--- config.mk ---
export PLATFORM = sky130hd
export DESIGN_NAME = frac_baud_gen
export DESIGN_NICKNAME = d
export VERILOG_FILES = /design/src/rtl/baud_pkg.sv /design/src/rtl/baud_cfg_regs.sv /design/src/rtl/baud_prescaler.sv /design/src/rtl/baud_mod_counter.sv /design/src/rtl/frac_baud_gen.sv
export SDC_FILE = /design/constraint.sdc
export NUM_CORES = 1
export LEC_CHECK = 0
export CAP_MARGIN = 20
export CORE_MARGIN = 2
export CORE_UTILIZATION = 65
export DETAILED_ROUTE_END_ITERATION = 7
export DONT_BUFFER_PORTS = 1
export PLACE_DENSITY = 0.79
export SYNTH_ARGS = -nofsm -noshare
export SYNTH_HDL_FRONTEND = slang
export SYNTH_SLANG_ARGS = --single-unit
export TNS_END_PERCENT = 100
--- constraint.sdc ---
create_clock -name clk -period 5.05 [get_ports clk]
set_clock_uncertainty 0.05 [all_clocks]
set_input_delay 1.2625 -clock clk [delete_from_list [all_inputs] [get_ports clk]]
set_output_delay 1.2625 -clock clk [all_outputs]
set_load 0.02 [all_outputs]
--- src/rtl/baud_pkg.sv ---
package baud_pkg;
  localparam int OS_W  = 4;
  localparam int PRE_W = 9;
  localparam int DIV_W = 16;
  localparam int SEL_W = 2;
  localparam int DAT_W = 16;
  localparam int ACC_W = PRE_W + 1;
  localparam int RAT_W = OS_W + 1;
  localparam int LIM_W = DIV_W + 1;
  localparam int EN_BIT = DAT_W - 1;
  localparam logic [PRE_W-1:0] ONE_EIGHTHS = PRE_W'(8);

  typedef enum logic [SEL_W-1:0] {
    SEL_DIV   = 2'd0,
    SEL_PRE   = 2'd1,
    SEL_RATIO = 2'd2,
    SEL_NONE  = 2'd3
  } cfg_sel_e;

  typedef struct packed {
    logic [OS_W-1:0]  ratio_f;
    logic [PRE_W-1:0] pre_f;
    logic             pre_en;
    logic [DIV_W-1:0] div_f;
  } baud_cfg_t;

  // Oversampling field to ratio; small codes fold to 16.
  function automatic logic [RAT_W-1:0] eff_ratio(input logic [OS_W-1:0] f);
    if (f < OS_W'(4)) return RAT_W'(16);
    return RAT_W'(f);
  endfunction

  // Prescaler field (eighths) to effective eighths; disabled or sub-unity is 8.
  function automatic logic [PRE_W-1:0] eff_eighths(input logic [PRE_W-1:0] f,
                                                   input logic en);
    if (!en) return ONE_EIGHTHS;
    if (f < ONE_EIGHTHS) return ONE_EIGHTHS;
    return f;
  endfunction

  // Divisor field to terminal count; zero means max or "never".
  function automatic logic [LIM_W-1:0] div_limit(input logic [DIV_W-1:0] d,
                                                 input bit zero_max);
    if (d != '0) return LIM_W'(d);
    if (zero_max) return LIM_W'(1) << DIV_W;
    return '0;
  endfunction
endpackage

--- src/rtl/baud_cfg_regs.sv ---
module baud_cfg_regs
  import baud_pkg::*;
(
  input  logic             clk,
  input  logic             rst_n,
  input  logic             we,
  input  logic [SEL_W-1:0] sel,
  input  logic [DAT_W-1:0] wdata,
  output baud_cfg_t        cfg
);
  baud_cfg_t cfg_q;

  always_ff @(posedge clk or negedge rst_n) begin
    if (!rst_n) begin
      cfg_q.ratio_f <= '0;
      cfg_q.pre_f   <= '0;
      cfg_q.pre_en  <= 1'b0;
      cfg_q.div_f   <= DIV_W'(1);
    end else if (we) begin
      case (cfg_sel_e'(sel))
        SEL_DIV:   cfg_q.div_f   <= wdata[DIV_W-1:0];
        SEL_PRE: begin
          cfg_q.pre_f  <= wdata[PRE_W-1:0];
          cfg_q.pre_en <= wdata[EN_BIT];
        end
        SEL_RATIO: cfg_q.ratio_f <= wdata[OS_W-1:0];
        default:   ;
      endcase
    end
  end

  assign cfg = cfg_q;
endmodule

--- src/rtl/baud_prescaler.sv ---
module baud_prescaler
  import baud_pkg::*;
(
  input  logic             clk,
  input  logic             rst_n,
  input  logic             clr,
  input  logic [PRE_W-1:0] eighths,
  output logic             fire,
  output logic [ACC_W-1:0] acc
);
  logic [ACC_W-1:0] acc_q, acc_d, sum;

  always_comb begin
    sum   = acc_q + ACC_W'(8);
    fire  = !clr && (sum >= ACC_W'(eighths));
    if (clr)       acc_d = '0;
    else if (fire) acc_d = sum - ACC_W'(eighths);
    else           acc_d = sum;
  end

  always_ff @(posedge clk or negedge rst_n) begin
    if (!rst_n) acc_q <= '0;
    else        acc_q <= acc_d;
  end

  assign acc = acc_q;
endmodule

--- src/rtl/baud_mod_counter.sv ---
module baud_mod_counter #(
  parameter int W = 17
) (
  input  logic         clk,
  input  logic         rst_n,
  input  logic         clr,
  input  logic         step,
  input  logic [W-1:0] limit,
  output logic         fire,
  output logic [W-1:0] cnt
);
  logic [W-1:0] cnt_q;

  assign fire = !clr && step && (limit != '0) && (cnt_q == limit - W'(1));

  always_ff @(posedge clk or negedge rst_n) begin
    if (!rst_n)     cnt_q <= '0;
    else if (clr)   cnt_q <= '0;
    else if (fire)  cnt_q <= '0;
    else if (step)  cnt_q <= cnt_q + W'(1);
  end

  assign cnt = cnt_q;
endmodule

--- src/rtl/frac_baud_gen.sv ---
module frac_baud_gen
  import baud_pkg::*;
#(
  parameter bit ZERO_DIV_MAX = 1'b1
) (
  input  logic             clk,
  input  logic             rst_n,
  input  logic             cfg_we,
  input  logic [SEL_W-1:0] cfg_sel,
  input  logic [DAT_W-1:0] cfg_wdata,
  output logic             sample_tick,
  output logic             bit_tick
);
  baud_cfg_t        cfg;
  logic [PRE_W-1:0] eighths_w;
  logic [RAT_W-1:0] ratio_w;
  logic [LIM_W-1:0] div_lim_w;
  logic             pre_pulse, smp_pulse, bit_pulse;
  logic [ACC_W-1:0] pre_acc;
  logic [LIM_W-1:0] div_cnt;
  logic [RAT_W-1:0] os_cnt;
  logic             sample_q, bit_q;

  baud_cfg_regs u_regs (
    .clk(clk), .rst_n(rst_n), .we(cfg_we), .sel(cfg_sel),
    .wdata(cfg_wdata), .cfg(cfg)
  );

  assign eighths_w = eff_eighths(cfg.pre_f, cfg.pre_en);
  assign ratio_w   = eff_ratio(cfg.ratio_f);
  assign div_lim_w = div_limit(cfg.div_f, ZERO_DIV_MAX);

  baud_prescaler u_pre (
    .clk(clk), .rst_n(rst_n), .clr(cfg_we), .eighths(eighths_w),
    .fire(pre_pulse), .acc(pre_acc)
  );

  baud_mod_counter #(.W(LIM_W)) u_div (
    .clk(clk), .rst_n(rst_n), .clr(cfg_we), .step(pre_pulse),
    .limit(div_lim_w), .fire(smp_pulse), .cnt(div_cnt)
  );

  baud_mod_counter #(.W(RAT_W)) u_os (
    .clk(clk), .rst_n(rst_n), .clr(cfg_we), .step(smp_pulse),
    .limit(ratio_w), .fire(bit_pulse), .cnt(os_cnt)
  );

  always_ff @(posedge clk or negedge rst_n) begin
    if (!rst_n) begin
      sample_q <= 1'b0;
      bit_q    <= 1'b0;
    end else begin
      sample_q <= smp_pulse;
      bit_q    <= bit_pulse;
    end
  end

  assign sample_tick = sample_q;
  assign bit_tick    = bit_q;
endmodule

### After elaboration in Yosys (flattened, before gate mapping)

Index checks and enable logic that the tools add are counted.

* register bits: 64
* output and inout bits: 2
* logic and storage cells: 61

* add/subtract/negate cells: 6
* $lt $le $gt $ge: 3
* eq/ne operators: 4
* multiplexer cells: 22
* reductions and logical operators: 17

Operator list (number)
* $mux 17: 6
* $mux 9: 4
* $mux 5: 5
* $mux 10: 2
* $add 17x1->17 const B: 1
* $eq 17x17->1: 1
* $reduce_bool 17->1: 1
* $sub 17x1->17 const B: 1
* $reduce_bool 16->1: 1
* $add 10x4->10 const B: 1
* $ge 10x9->1: 1
* $sub 10x9->10: 1
* $lt 9x4->1 const B: 1
* $logic_and 1x1->1: 7
* $reduce_and 2->1: 3
* $reduce_bool 3->1: 2
* $add 5x1->5 const B: 1
* $eq 5x5->1: 1
* $mux 1: 5
* $reduce_bool 5->1: 1
* $sub 5x1->5 const B: 1
* $lt 4x3->1 const B: 1
* $eq 2x1->1 const B: 1
* $eq 2x2->1 const B: 1
* 2 further kinds: 2

### Longest topological paths before layout

Gate-level depths: netlist of run 1.

* depth in word-level cells: 15
* gate-level depth with buffers: 15
* gate-level depth less buffers: 14

### Modules after synthesis

Synthesis of run 1 repeated with hierarchy kept, for this count alone.

* cell total of the unflattened synthesis: 463
* area total of the unflattened synthesis: 4493.1 µm²

By module, submodules not included
* baud_mod_counter (u_div): times used 1, cells an instance 188, area each 1552.7 µm², sequential area each 425.4 µm²
* baud_cfg_regs: times used 1, cells an instance 65, area each 1143.6 µm², sequential area each 752.0 µm²
* baud_prescaler: times used 1, cells an instance 119, area each 1106.1 µm², sequential area each 250.2 µm²
* baud_mod_counter (u_os): times used 1, cells an instance 48, area each 426.7 µm², sequential area each 125.1 µm²
* frac_baud_gen: times used 1, cells an instance 43, area each 264.0 µm², sequential area each 50.0 µm²

### Worst setup path after synthesis of run 1

OpenSTA, ideal clock, no wires.

* kind: flip-flop to flip-flop
* start: register u_regs.cfg_q (netlist bit u_regs.cfg[25])
* end: register u_div.cnt_q[13], in the netlist u_div.cnt[13]
* arrival: 3.288 ns
* setup slack: 1.593 ns
* cell stages (with the launch flop): 16
* cell sequence: dfrtp_1 > or4_1 > o31a_1 > and2_1 > ha_1 > inv_1 > fa_1 > nand3_1 > a21oi_1 > o31ai_1 > a21oi_1 > nand2_1 > or4_4 > nand2_4 > buf_6 > nor2_1

* word-level cells in the longest chain between the ends: 12

Ends and longest elaborated chain
* start, declared: RTL line baud_cfg_regs.sv:11 `baud_cfg_t cfg_q;`
* $lt 9x4->1: RTL line baud_pkg.sv:37 `if (f < ONE_EIGHTHS) return ONE_EIGHTHS;`
* $mux 1 (2 in series): RTL line baud_pkg.sv:37
* $mux 9 *: RTL line baud_pkg.sv:38 `return f;`
* $mux 9 *: RTL line baud_pkg.sv:37
* $ge 10x9->1 *: RTL line baud_prescaler.sv:15 `fire = !clr && (sum >= ACC_W'(eighths));`
* $logic_and 1x1->1 *: RTL line baud_prescaler.sv:15
* $logic_and 1x1->1 (3 in series): RTL line baud_mod_counter.sv:14 `assign fire = !clr && step && (limit != '0) && (cnt_q == limit - W'(1));`
* $mux 17: RTL line baud_mod_counter.sv:19 `else if (fire) cnt_q <= '0;`
* $mux 17: RTL line baud_mod_counter.sv:18 `else if (clr) cnt_q <= '0;`
* end signal, assigned: RTL line baud_mod_counter.sv:20 `else if (step) cnt_q <= cnt_q + W'(1);`
* end, declared: RTL line baud_mod_counter.sv:12 `logic [W-1:0] cnt_q;`

Every way passes the cells marked *; elsewhere a longest branch is shown, timed or not. The select of a mux whose other input is x is not followed.
A chain may end at the register's enable or synchronous reset.

### Final worst setup path of run 1

* start: register u_regs.cfg_q (netlist bit u_regs.cfg[25])
* end: register u_div.cnt_q[12], in the netlist u_div.cnt[12]

Same word-level chain as after synthesis.

==> results of run 1 <==
[stage by stage]
| stage | utilization | instances |
|---|---|---|
| after floorplan | - | 421 |
| after global placement | 0.6876 | 486 |
| after detailed placement | 0.6876 | 486 |
| after CTS | 0.7166 | 502 |
| after global routing | 0.7166 | 502 |
| final | 0.7166 | 502 |
[power breakdown]
group	leakage, nW	internal (mW)	total [mW]	switching [mW]
clock network	0.0772	0.176	0.386	0.210
registers	0.822	0.596	0.704	0.108
logic	0.870	0.323	0.728	0.405
total	1.77	1.10	1.82	0.723
[final timing paths]
kind / slack, ns / startpoint / to / cells past startpoint
max: 1.12 / u_regs.cfg[25]$_DFFE_PN0P_ / u_div.cnt[12]$_DFFE_PN0P_ / 14
min: 0.47 / u_pre.acc[0]$_DFFE_PN0P_ / u_pre.acc[0]$_DFFE_PN0P_ / 2
max reg2reg: 1.12 / u_regs.cfg[25]$_DFFE_PN0P_ / u_div.cnt[12]$_DFFE_PN0P_ / 14
min reg2reg: 0.47 / u_pre.acc[0]$_DFFE_PN0P_ / u_pre.acc[0]$_DFFE_PN0P_ / 2
max in group asynchronous: 4.20 / rst_n / u_regs.cfg[0]$_DFFE_PN1P_ / 0
min in group asynchronous: 0.55 / rst_n / u_os.cnt[1]$_DFFE_PN0P_ / 0
[layout by cell type (no fill, tap or decap), drive strengths merged, types with 3 or more instances in the layout]
cell,Yosys,final
a211oi,4,4
a21oi,11,11
a22o,4,4
a31oi,4,4
and2,4,4
and3,8,8
clkbuf,7,9
clkinv,0,3
clkinvlp,0,4
dfrtp,63,63
ha,15,15
inv,17,17
mux2,27,27
nand2,36,36
nand2b,5,5
nand3,19,19
nand4,8,8
nand4b,3,3
nor2,36,36
nor2b,7,7
nor3,12,12
nor3b,5,5
nor4,12,12
o211ai,3,3
o21ai,20,20
or3,4,4
or4,6,6
xnor2,26,26
xor2,20,20
[worst register-to-register path: stages (launching register included)]
cell	delay, ns
dfrtp_1	0.40
or4_1	0.53
o31a_1	0.30
and2_1	0.17
ha_1	0.18
inv_1	0.07
fa_1	0.20
nand3_1	0.10
a21oi_1	0.17
o31ai_1	0.14
a21oi_1	0.47
nand4_1	0.26
nor4_4	0.40
nor2_1	0.10
a211o_1	0.27
[layer usage]
metal | GRT usage | vias up | part of all wire
li1 | - | 1527 | -
met1 | 0.3592 | 1597 | 0.44
met2 | 0.4413 | 102 | 0.47
met3 | 0.04970 | 23 | 0.058
met4 | 0.1446 | 0 | 0.031
met5 | 0 | - | 0
[sequential cells by signal, summed over array words and instances (netlist names)]
| name | cells |
|---|---|
| bit_tick | 1 |
| u_regs.cfg | 30 |
| u_div.cnt | 17 |
| u_os.cnt | 5 |
| u_pre.acc | 10 |
| sample_tick | 1 |
[cells by family (layout without fill, tap and decap cells)]
| family | after synthesis | in the layout | share of synthesized area |
|---|---|---|---|
| adder cells (fa/ha/maj) | 16 | 16 | 0.05131 |
| multiplexers | 28 | 28 | 0.07759 |
| flip-flops | 64 | 64 | 0.3960 |
| buffers and inverters | 28 | 34 | 0.03029 |
| XOR/XNOR | 46 | 46 | 0.09954 |
| AO/OA/AOI/OAI | 66 | 66 | 0.1091 |
| AND/OR/NAND/NOR | 173 | 173 | 0.2362 |
[cell type report]
type | count | area (µm²)
clock inverter | 7 | 48.80
inverter | 17 | 63.81
fill | 460 | 1688
sequential | 64 | 1603
clock buffer | 9 | 123.9
timing repair buffer | 1 | 7.507
tap | 75 | 93.84
multi-input combinational | 329 | 2327
==> summary.md, run 1 <==
| Metric | Value |
|---|---|
| Status | finished clean |
| Clk_lat worst skew | 0.35 ns |
| Fmax | about 0.25 GHz |
| Top cell type's share of synthesized area | 0.3895 |
| Post-route ant nets | 0 |
| CP delay by family, top | simple AND/OR/NAND/NOR gates |
| Initial core utilization | 0.6796 |
| WP data arrival | between 4 and 5 ns |
| Worst-path clk slew | about 0.07 ns |
| Synthesized area | 4048 µm² |
| Dpl ws | 1.154 ns |
| Ports | 23 |
| Power, Total | 1.818 mW |
| DIE HEIGHT | roughly 83 µm |
| CTS root buf | clkbuf_8 |
| Final setup fails | 0 |
| Final hold slack | 0.4707 ns |
| Detailed Route WL | just over 9 mm |
| Clock sinks | 64 |
| Critical path required time | 5.24 ns |
| Syn Inst Count | 421 |
| Critical-path top delay cell | or4_1 |
| Buf+Inv Stages, Crit Path | 1 |
| Max_cap viols | 0 |
| Final Critical Period | between 3 and 4 ns |
| Cell Chain, Critical Path | or4_1, o31a_1, and2_1, ha_1, inv_1, fa_1, nand3_1, a21oi_1, o31ai_1, a21oi_1, nand4_1, nor4_4, nor2_1, a211o_1 |
| Setup crit end kind | flip-flop |
| Cell variety after synth | 58 |
| H-tree depth | 3 |
| EDFF count, synth | 0 |
| Port buffer count | 0 |
| Static Leakage | about 1.8 nW |
| Most frequent CP cell | a21oi_1 |
| Top cells by area, synth | dfrtp_1 39%, mux2_2 7.5%, xnor2_1 5.6% |
| Drt drc | 0 |
| Clk buf depth | 2 |
| RSZ-0062 raised after global routing | false |
| Largest net degree at the start of global routing | 65 |
| CP Launch Type | flip-flop |
| FF+latch count, synth | 64 |
| HPWL after DPL | roughly 6.8 mm |
| Slew Viols, Final | 0 |
| Post-synthesis sequential area ratio | 0.3960 |
| Final worst slack | about 1.1 ns |
| Row cnt | 28 |
| Post-CTS sizing | 0 |
| Placed cell area | approximately 4100 µm² |
| Routability cong. | between 0.9 and 1 |
| Number of global-route vias before repair | 3109 |
| Critical Path Max Stage Delay | approximately 0.53 ns |
| CTS tree | built |
| Final Cycle Share | 0.7791 |
| Core area | 5956 µm² |
| Worst Path Max Fanout | 7 |
| Gr ovfl total | 0 |
| Layout cell share with drive strength beyond 1 | 0.1335 |
| Die W | just over 80 µm |
| Area growth syn-to-layout | 5.440% |
| Initial antenna violation count | 0 |
| Syn nets | 458 |
| Setup TNS Final | 0 ns |
| WL/cell | 18.22 µm |
| Ys flop type | dfrtp_1 |
| CTS buffer count | 9 |
| DR iter-0 viols | between 200 and 250 |
| Post-CTS Setup Inserts | 0 |
| Synth area leader | dfrtp_1 |
| Kind of critical path | reg2reg |
| Peak supply drop | 368.0 µV |
| Synth Area per Inst | approximately 9.6 µm² |
| Worst Hold Class | reg2reg |
| Ant diodes | 0 |
| Top-count cell post-synth | dfrtp_1 |
| Total Die Area | between 6000 and 7000 µm² |
| CTS Hold Bufs | 0 |
| Final instance area | 4268 µm² |
| Yosys Warn Count | 0 |
| First-pass GRT wire length | around 15 mm |
| Rel. slew slack | 0.5387 |
| Power Dens Cells | 426.0 nW/µm² |
| Tightest Pin Transition | approximately 0.69 ns |
| Post-synth ARST share | 1.000 |
| Nets@finish | approximately 460 |
| Hold Vio Cnt, Final | 0 |
| Top cells by count, synth | 63 x dfrtp_1, 36 x nor2_1, 35 x nand2_1, 27 x mux2_2, 26 x xnor2_1 |
| Vias/cell | ~6.5 |
| Vias after detailed routing | about 3.2k |
| GRT Util Overall | 0.2764 |
| Initial DRT Pass Iterations | 4 |
No activity file was read; power rests on OpenSTA's default activity.
==> inputs of run 2 (changes only) <==
Settings changed: CORE_UTILIZATION 65 to 64, PLACE_DENSITY 0.79 to 0.78.
Clock period 5.05 ns to 4 ns, I/O delays scaled along.
==> run 2 against run 1 <==
  * Cell count grew 0.40%
  * Register-to-register slack got worse by 0.91 ns
  * Largest power group unchanged
  * Largest cell class unchanged
  * Utilization is 0.47 points higher
==> summary.md, run 2 (same netlist as run 1, synthesis figures left out) <==
| Metric | Value |
|---|---|
| Status | finished clean |
| Die W | between 80 and 90 µm |
| Area growth syn-to-layout | 7.388% |
| P_int | 1.563 mW |
| Sequential fraction of design power | 0.358 |
| Routability cong. | 0.9545 |
| Comb pwr share | 0.388 |
| CTS buffer count | 9 |
| Port buffer count | 0 |
| Finished Core Util | 0.7213 |
| Placed cell area | 4110 µm² |
| Static Leakage | 1.822 nW |
| GRT Util Overall | 0.2849 |
| Final Cycle Share | 0.9483 |
| WP data arrival | between 3 and 4 ns |
| Row cnt | 28 |
| CTS tree | built |
| First-pass GRT wire length | roughly 16 mm |
| Layout cell share with drive strength beyond 1 | 0.1399 |
| RSZ-0062 raised after global routing | true |
| Clock network power share | 0.254 |
| Max_cap viols | 0 |
| Tightest Pin Transition | 0.7204 ns |
| Kind of critical path | reg2reg |
| Vias after detailed routing | between 3k and 4k |
| Initial core utilization | 0.6717 |
| Slew Viols, Final | 0 |
| Final worst slack | between 0.2 and 0.25 ns |
| DP Cell Count | 488 |
| Rel. slew slack | 0.5188 |
| WL/cell | roughly 18 µm |
| Worst Hold Class | in2async |
| Cell Chain, Critical Path | or4_1, o31a_1, and2_1, ha_1, inv_1, fa_1, nand3_1, a21oi_1, o31ai_1, a21oi_2, nand4_1, nor4_4, nor2_1, a211o_1 |
| Layout Cells excl Fill | around 500 |
| CTS root buf | clkbuf_8 |
| NetSw | 0.9073 mW |
| Sw Share | 0.3673 |
| Largest net degree at the start of global routing | 65 |
| Gr ovfl total | 0 |
| Clock sinks | 64 |
| Initial antenna violation count | 0 |
| CP Launch Type | flip-flop |
| Post-route ant nets | 0 |
| Final Critical Period | between 3 and 4 ns |
| Setup crit end kind | flip-flop |
| Final instance area | between 4000 and 5000 µm² |
| Nets@finish | around 460 |
| DR iter-0 viols | ~250 |
| Clk buf depth | 2 |
| Worst Path Max Fanout | 5 |
| Number of global-route vias before repair | between 3k and 4k |
| HPWL after DPL | between 6 and 7 mm |
| CTS Hold Bufs | 0 |
| Fmax | between 0.2 and 0.3 GHz |
| Total Die Area | between 6000 and 7000 µm² |
| Initial DRT Pass Iterations | 4 |
| Peak supply drop | 595.3 µV |
| Hold Vio Cnt, Final | 0 |
| Core area | around 6000 µm² |
| Worst-path clk slew | 0.07 ns |
| Power Dens Cells | 568.3 nW/µm² |
| Dpl ws | between 0.2 and 0.25 ns |
| Critical Path Max Stage Delay | 0.55 ns |
| Most frequent cells in the layout | 63 x dfrtp_1, 36 x nor2_1, 35 x nand2_1, 27 x mux2_2, 26 x xnor2_1 |
| Drt drc | 0 |
| Critical path required time | roughly 4.2 ns |
| Ant diodes | 0 |
| Detailed Route WL | approximately 9.2 mm |
| Max FFs per register | 30 |
| Critical-path top delay cell | or4_1 |
| Final setup fails | 0 |
| DIE HEIGHT | between 80 and 90 µm |
| H-tree depth | 3 |
| Clk_lat worst skew | roughly 0.35 ns |
| Vias/cell | roughly 6.4 |
| Commonest non-fill, non-tap cell in the layout | dfrtp_1 |
| Ports | 23 |
-- run 2: repair_timing --
item / CTS / global route
endpoints found under the setup margin: 0 / 12
gates resized for setup: 0 / 2
setup buffers: 0 / 1
-- run 2: power by group through the flow --
| stage | Sequential (mW) | Clock, mW | Combinational (mW) |
|---|---|---|---|
| 3_5_place_dp | 0.890 | 0 | 0.927 |
| 6_report | 0.884 | 0.628 | 0.958 |
| 5_1_grt | 0.902 | 0.662 | 1.05 |
| 2_1_floorplan | 0.838 | 0 | 0.771 |
| 4_1_cts | 0.881 | 0.632 | 0.931 |
| 3_3_place_gp | 0.886 | 0 | 0.899 |
-- run 2: worst paths after layout --
check	from	end	slack [ns]	cells after the start
max	u_regs.cfg[25]$_DFFE_PN0P_	u_div.cnt[12]$_DFFE_PN0P_	0.21	14
min	rst_n	u_regs.cfg[14]$_DFFE_PN0P_	0.29	0
max reg2reg	u_regs.cfg[25]$_DFFE_PN0P_	u_div.cnt[12]$_DFFE_PN0P_	0.21	14
min reg2reg	u_regs.cfg[17]$_DFFE_PN0P_	u_regs.cfg[17]$_DFFE_PN0P_	0.47	1
max in group asynchronous	rst_n	u_regs.cfg[0]$_DFFE_PN1P_	3.42	0
min in group clk	u_regs.cfg[17]$_DFFE_PN0P_	u_regs.cfg[17]$_DFFE_PN0P_	0.47	1
-- run 2: critical path, delay by kind of cell (launching register included) --
family / cells / cell delay (ns)
AO/OA/AOI/OAI: 5 / 1.24
AND/OR/NAND/NOR: 6 / 1.53
adder cells (fa/ha/maj): 2 / 0.39
flip-flops: 1 / 0.40
buffers and inverters: 1 / 0.07
-- run 2: layout make-up --
type                       instances  area, µm²
multi-input combinational        329       2336
fill                             456       1679
sequential                        64       1603
clock buffer                      12      155.1
tap                               75      93.84
clock inverter                     3      65.06
inverter                          17      63.81
timing repair buffer               4      30.03
-- run 2: metal layers --
layer  GRT usage  part of all wire
met5           0                 0
met4     0.08798             0.022
met3     0.05341             0.067
met2      0.4296              0.43
met1      0.4198              0.48
-- run 2: metrics by stage --
step / hold slack, ns / power, mW / setup TNS, ns
final: 0.2945 / 2.470 / 0
after global routing: 0.2815 / 2.615 / -0.04236
after CTS: 0.2930 / 2.444 / 0
after detailed placement: 0.4470 / 1.817 / 0
after global placement: 0.4257 / 1.785 / 0
after floorplan: 0.4063 / 1.609 / 0
==> inputs of run 3 (changes only) <==
Settings changed: SETUP_SLACK_MARGIN set to 0.3.
==> run 3 against run 2 <==
  * Maximum frequency grew 5.7%
  * Critical path type unchanged
  * Sequential power is essentially flat
  * Sequential cell count is the same
  * Die area is the same
  * Combinational power grew 11%
  * Register-to-register slack gained 0.21 ns
  * Clock power is essentially flat
  * Final area grew 2.4%
  * Global-route usage grew 0.36 points
  * Via count grew 2.7%
==> summary.md, run 3 (same netlist as run 1, synthesis figures left out) <==
| Metric | Value |
|---|---|
| Status | finished clean |
| Max_cap viols | 0 |
| GRT Util Overall | 0.2885 |
| Met3 wire len | roughly 700 µm |
| Initial DRT Pass Iterations | 5 |
| Fmax | about 0.28 GHz |
| Vias/cell | approximately 6.5 |
| Static Leakage | 1.858 nW |
| Setup crit end kind | flip-flop |
| Total Die Area | around 7000 µm² |
| Row cnt | 28 |
| First-pass GRT wire length | between 15 and 20 mm |
| Tightest Pin Transition | 0.4858 ns |
| Port buffer count | 0 |
| Setup TNS Final | 0 ns |
| Power, Total | approximately 2.6 mW |
| Drt drc | 0 |
| Nets@finish | roughly 470 |
| Max FFs per register | 30 |
| CP Launch Type | flip-flop |
| Slew Viols, Final | 0 |
| HPWL after DPL | about 6.7 mm |
| WL/cell | between 15 and 20 µm |
| Rel. slew slack | 0.6678 |
| Area growth syn-to-layout | 9.985% |
| Gr ovfl total | 0 |
| Die W | about 84 µm |
| Initial core utilization | 0.6717 |
| Met1 wire length | approximately 4.3 mm |
| DR iter-0 viols | around 210 |
| Ant diodes | 0 |
| Critical path required time | 4.18 ns |
| Final Cycle Share | 0.8968 |
| Ports | 23 |
| Layout cell share with drive strength beyond 1 | 0.1659 |
| Post-route ant nets | 0 |
| Clock sinks | between 60 and 70 |
| Placed cell area | 4110 µm² |
| Commonest non-fill, non-tap cell in the layout | dfrtp_1 |
| Finished Core Util | 0.7388 |
| CTS tree | built |
| Final Critical Period | between 3 and 4 ns |
| Final instance area | around 4500 µm² |
| CTS root buf | clkbuf_8 |
| Core area | around 6000 µm² |
| Worst Hold Class | in2async |
| Final setup fails | 0 |
| Largest net degree at the start of global routing | 65 |
| Detailed Route WL | 9.388 mm |
| Kind of critical path | reg2reg |
| Most frequent cells in the layout | 63 x dfrtp_1, 36 x nor2_1, 35 x nand2_1, 27 x mux2_2, 26 x xnor2_1 |
| Power Dens Cells | between 500 and 600 nW/µm² |
| Top Metal Used | met4 |
| Worst-path clk slew | around 0.070 ns |
| Number of global-route vias before repair | 3185 |
| R2r worst-path depth | 13 |
| Routability cong. | around 0.95 |
| Hold Vio Cnt, Final | 0 |
| Worst Path Max Fanout | 5 |
| DIE HEIGHT | 83.53 µm |
| WP data arrival | ~3.8 ns |
| Clk_lat worst skew | roughly 0.34 ns |
| Vias after detailed routing | 3312 |
| CTS buffer count | 9 |
| Clk buf depth | 2 |
| Peak supply drop | roughly 600 µV |
| H-tree depth | 3 |
| Initial antenna violation count | 0 |
| RSZ-0062 raised after global routing | true |
| DR WL met2 | slightly above 4 mm |
[run 3: changes by cell type in the layout (fill, tap and decap cells not counted), sizes merged]
| cell | delta |
|---|---|
| buf | +5 |
[run 3: routing by layer]
| metal | vias up | track usage |
|---|---|---|
| met5 | - | 0 |
| met4 | 0 | 0.1158 |
| met1 | 1603 | 0.4179 |
| met3 | 24 | 0.05638 |
| met2 | 136 | 0.4282 |
| li1 | 1549 | - |
[run 3: worst paths after layout]
check / start / end / slack [ns]
min: rst_n / u_div.cnt[1]$_DFFE_PN0P_ / 0.30
max: u_regs.cfg[25]$_DFFE_PN0P_ / u_div.cnt[1]$_DFFE_PN0P_ / 0.41
min in group clk: u_pre.acc[2]$_DFFE_PN0P_ / u_pre.acc[2]$_DFFE_PN0P_ / 0.47
min reg2reg: u_pre.acc[2]$_DFFE_PN0P_ / u_pre.acc[2]$_DFFE_PN0P_ / 0.47
max reg2reg: u_regs.cfg[25]$_DFFE_PN0P_ / u_div.cnt[1]$_DFFE_PN0P_ / 0.41
max in group asynchronous: rst_n / u_regs.cfg[0]$_DFFE_PN1P_ / 3.42
[run 3: cell type report]
type / instances / area [µm²]
multi-input cells: 329 / 2404
flip-flops and latches: 64 / 1603
fillers: 435 / 1574
clock buffers: 12 / 155.1
well taps: 75 / 93.84
repair buffers: 9 / 67.56
clock inverters: 3 / 65.06
inverters: 17 / 63.81
[run 3: where the power goes]
part / switching, mW / total, mW / internal (mW)
combinational: 0.576 / 1.06 / 0.481
sequential: 0.132 / 0.885 / 0.752
clock: 0.247 / 0.628 / 0.381
total: 0.956 / 2.57 / 1.61
[run 3: what timing repair did]
| item | CTS | global route |
|---|---|---|
| gates resized for setup | 3 | 11 |
| pin swaps | 2 | 9 |
| endpoints found under the setup margin | 21 | 23 |
| gates cloned | 0 | 0 |
| hold buffers | 0 | 0 |
| buffers inserted | 4 | 2 |
[run 3: critical path: stages, from the launching register on]
cell and delay, ns:
dfrtp_1 0.40, or4_4 0.54, o31a_1 0.35, and2_1 0.20, ha_2 0.19, inv_2 0.06, fa_2 0.23, nand3_4 0.10
a21oi_4 0.19, o31ai_4 0.11, a21oi_2 0.20, nand2_1 0.07, or4_4 0.49, a32o_1 0.29
[run 3: through the flow]
step                      hold slack [ns]  std cells  worst slack, ns
after global placement             0.4257        488           0.4171
after detailed placement           0.4470        488           0.2088
after CTS                          0.2930        507           0.3085
after floorplan                    0.4063        421           0.5431
after global routing               0.2809        509           0.2525
final                              0.2965        509           0.4128
